### config.mk
export PLATFORM = sky130hd
export DESIGN_NAME = frame_serializer
export DESIGN_NICKNAME = d
export VERILOG_FILES = /design/src/rtl/ser_pkg.sv /design/src/rtl/ser_bit_counter.sv /design/src/rtl/ser_shift_reg.sv /design/src/rtl/frame_serializer.sv
export SDC_FILE = /design/constraint.sdc
export NUM_CORES = 1
export LEC_CHECK = 0
export BUFFER_PORTS_ARGS = -buffer_cell sky130_fd_sc_hd__buf_2
export CORE_ASPECT_RATIO = 1.4
export CORE_MARGIN = 2
export CORE_UTILIZATION = 30
export CTS_CLUSTER_SIZE = 24
export DETAILED_ROUTE_END_ITERATION = 16
export SLEW_MARGIN = 0
export SYNTH_ARGS = -nofsm -noshare
export SYNTH_HDL_FRONTEND = slang
export SYNTH_HIERARCHICAL = 1
export SYNTH_SLANG_ARGS = --single-unit
export TNS_END_PERCENT = 20
### constraint.sdc
create_clock -name clk -period 1.9 [get_ports clk]
set_input_delay 0.285 -clock clk [delete_from_list [all_inputs] [get_ports clk]]
set_output_delay 0.285 -clock clk [all_outputs]
set_load 0.005 [all_outputs]
### src/rtl/ser_pkg.sv
package ser_pkg;
  parameter int unsigned SER_DATA_W = 8;
  localparam int unsigned SER_FRAME_LEN = SER_DATA_W + 2;
  localparam logic START_LVL = 1'b1;
  localparam logic STOP_LVL  = 1'b0;

  // Frame vector arranged for LSB-first shifting: bit 0 = start, top = stop.
  function automatic logic [SER_FRAME_LEN-1:0] make_frame(input logic [SER_DATA_W-1:0] d);
    return {STOP_LVL, d, START_LVL};
  endfunction
endpackage

### src/rtl/ser_bit_counter.sv
module ser_bit_counter #(
  parameter int unsigned LEN = 10,
  localparam int unsigned CW = $clog2(LEN + 1)
) (
  input  logic          clk,
  input  logic          rst_n,
  input  logic          load,
  output logic [CW-1:0] remaining,
  output logic          active,
  output logic          last_bit
);
  localparam logic [CW-1:0] LEN_V = CW'(LEN);
  localparam logic [CW-1:0] ONE_V = CW'(1);

  always_ff @(posedge clk) begin
    if (!rst_n)            remaining <= '0;
    else if (load)         remaining <= LEN_V;
    else if (remaining != '0) remaining <= remaining - ONE_V;
  end

  assign active   = (remaining != '0);
  assign last_bit = (remaining == ONE_V);
endmodule

### src/rtl/ser_shift_reg.sv
module ser_shift_reg #(
  parameter int unsigned W = 10
) (
  input  logic         clk,
  input  logic         rst_n,
  input  logic         load,
  input  logic [W-1:0] load_val,
  output logic         bit_out
);
  logic [W-1:0] sr;

  always_ff @(posedge clk) begin
    if (!rst_n)    sr <= '0;
    else if (load) sr <= load_val;
    else           sr <= {1'b0, sr[W-1:1]};
  end

  assign bit_out = sr[0];
endmodule

### src/rtl/frame_serializer.sv
module frame_serializer
  import ser_pkg::*;
(
  input  logic                  clk,
  input  logic                  rst_n,
  input  logic [SER_DATA_W-1:0] tx_data,
  input  logic                  send,
  output logic                  ser_out,
  output logic                  busy
);
  localparam int unsigned CW = $clog2(SER_FRAME_LEN + 1);

  logic          accept_evt;
  logic          frame_done_evt;
  logic [CW-1:0] bits_left;

  assign accept_evt = send & ~busy;

  ser_bit_counter #(.LEN(SER_FRAME_LEN)) u_cnt (
    .clk       (clk),
    .rst_n     (rst_n),
    .load      (accept_evt),
    .remaining (bits_left),
    .active    (busy),
    .last_bit  (frame_done_evt)
  );

  ser_shift_reg #(.W(SER_FRAME_LEN)) u_sr (
    .clk      (clk),
    .rst_n    (rst_n),
    .load     (accept_evt),
    .load_val (make_frame(tx_data)),
    .bit_out  (ser_out)
  );
endmodule

==> impl_metrics.ini <==
[floorplanning]
core-area_sq_mm = 0.00173
start_util_pct = 31.7
io_pins = 13
dieHeight_microns = 54.6
rows = 18
die-area_sq_mm = 0.00219
dieWidth_microns = 40.2

[routing]
wl_per_cell_microns = 9.40
drt-total-wl_microns = 808
vias = 372
ant_nets = 0
drt_iter0_drc = 3
viasPerCell = 4.33
first_pass_iters = 4
drc = 0

[pwr]
total_power_mw = 0.871
ir_drop_mv = 0.463
power_leakage_nw = 0.279
power_density_mw_per_mm2 = 1320

[grt]
gr-usage-all-layers_pct = 8.99
antenna_found_initial = 0
grt_first_pass_wirelength_microns = 1320
grt_max_degree = 15
gr-total-overflow = 0
grt_pass1_vias = 330

[layout]
drive_gt1_share_pct = 30.3
num-fill-cells = 170
diodes = 0
final_util_pct = 38.0
fin_nets = 78
final_cells = 86
area_growth_pct = 20.0

[worst_setup_path]
cp_slowest_stage_delay_ns = 0.38
crit_slowest_cell = nor2b_4
crit_fanout = 14
critPathBufInv = 0
cpLargestDelayFamily = simple AND/OR/NAND/NOR gates
critPathKind = flip-flop to flip-flop
crit_arrival_ns = 1.63
worstPathCellList = nor3_2 -> nand2b_1 -> nor2b_4 -> mux2i_1 -> nor2b_1
cp-start-kind = flip-flop
endpoint_kind = flip-flop
cp.required_ns = 2.06

[sta]
fmax_mhz = 679
clock_skew_ns = 0.00130
setup_tns_ns = 0
hold_viol = 0
fin_hold_ws_ns = 0.273
period_needed_ns = 1.47
rsz0062_at_grt = no
finalSetupViolations = 0
period_share_pct = 77.5
drv_slew = 0

[clocking]
clk_pin_slew_ns = 0.08
cts_tree = done
clk-insertion-delay-late_ns = 0.26
cts_root_buf = clkbuf_4
numCtsBuffers = 3
htree_levels = 1
clock-sinks = 14
cts.path.max_buffers = 2
post_cts_resized = 0
hold_buffers = 0
cts_setup_buffers = 0

[place]
globalplace.congestion = 0.786
dp_cells = 82
numPortBuffers = 12

[synthesis]
syn-mean-instance-area_sq_um = 10.8
synth_area_sq_um = 549
synthCells = 51
yosysWarnings = 6
syn-num-nets = 62

[outcome]
outcome = finished, final reports clean

[run]
cap_viol_max_count = 0

[min_path]
hold_class = input pin to flip-flop
-- layout make-up --
type                            instances  area (sq um)  area share [%]
Clock buffer                            4          36.3            5.50
Multi-Input combinational cell         36           258            39.1
Sequential cell                        14           280            42.5
Tap cell                               20          25.0            3.80
Timing Repair Buffer                   12          60.1            9.11
-- routing by layer --
metal / wire [microns] / global-route usage [%]
met4: 11 / 5.17
met2: 387 / 14.0
met1: 367 / 10.8
met5: 0 / 0
met3: 42 / 2.44
-- metrics by stage --
step / cell area [sq um] / setup WS, ns
2_1_floorplan: 549 / 0.592
3_3_place_gp: 623 / 0.460
3_5_place_dp: 623 / 0.414
4_1_cts: 659 / 0.409
5_1_grt: 659 / 0.278
6_report: 659 / 0.428
-- tightest hold or removal path, stage by stage --
cell and delay (ns):
buf_2 0.07, mux2i_1 0.06, nor2b_1 0.09
-- power breakdown --
| part | switching, mW | total, mW | internal [mW] |
|---|---|---|---|
| Sequential | 0.0368 | 0.394 | 0.357 |
| Clock | 0.0880 | 0.204 | 0.116 |
| Combinational | 0.136 | 0.273 | 0.137 |
-- cell usage in the layout (no fill, tap or decap) --
cell / instances
and3_2: 1
nor3_2: 1
nor2_2: 1
nor2b_4: 1
buf_2: 12
nor2_1: 1
conb_1: 2
o21ai_0: 3
nand2b_1: 2
dfxtp_1: 14
a21oi_1: 3
nor2b_1: 9
a21boi_1: 1
clkbuf_8: 1
clkbuf_4: 3
mux2i_1: 9
nand3b_1: 1
nor3_1: 1
-- state kept, by name, summed over array words and instances (netlist names) --
signal           cells
u_sr/sr             10
u_cnt/remaining      4
-- path summary, 6_finish.rpt --
check,cells past startpoint,start,to,slack (ns)
min,3,tx_data[0],u_sr/sr[1],0.27
max,5,u_cnt/remaining[1],u_sr/sr[6],0.43
min reg2reg,2,u_sr/sr[1],u_sr/sr[0],0.49
max reg2reg,5,u_cnt/remaining[1],u_sr/sr[6],0.43
No activity file was read; power rests on OpenSTA's default activity.
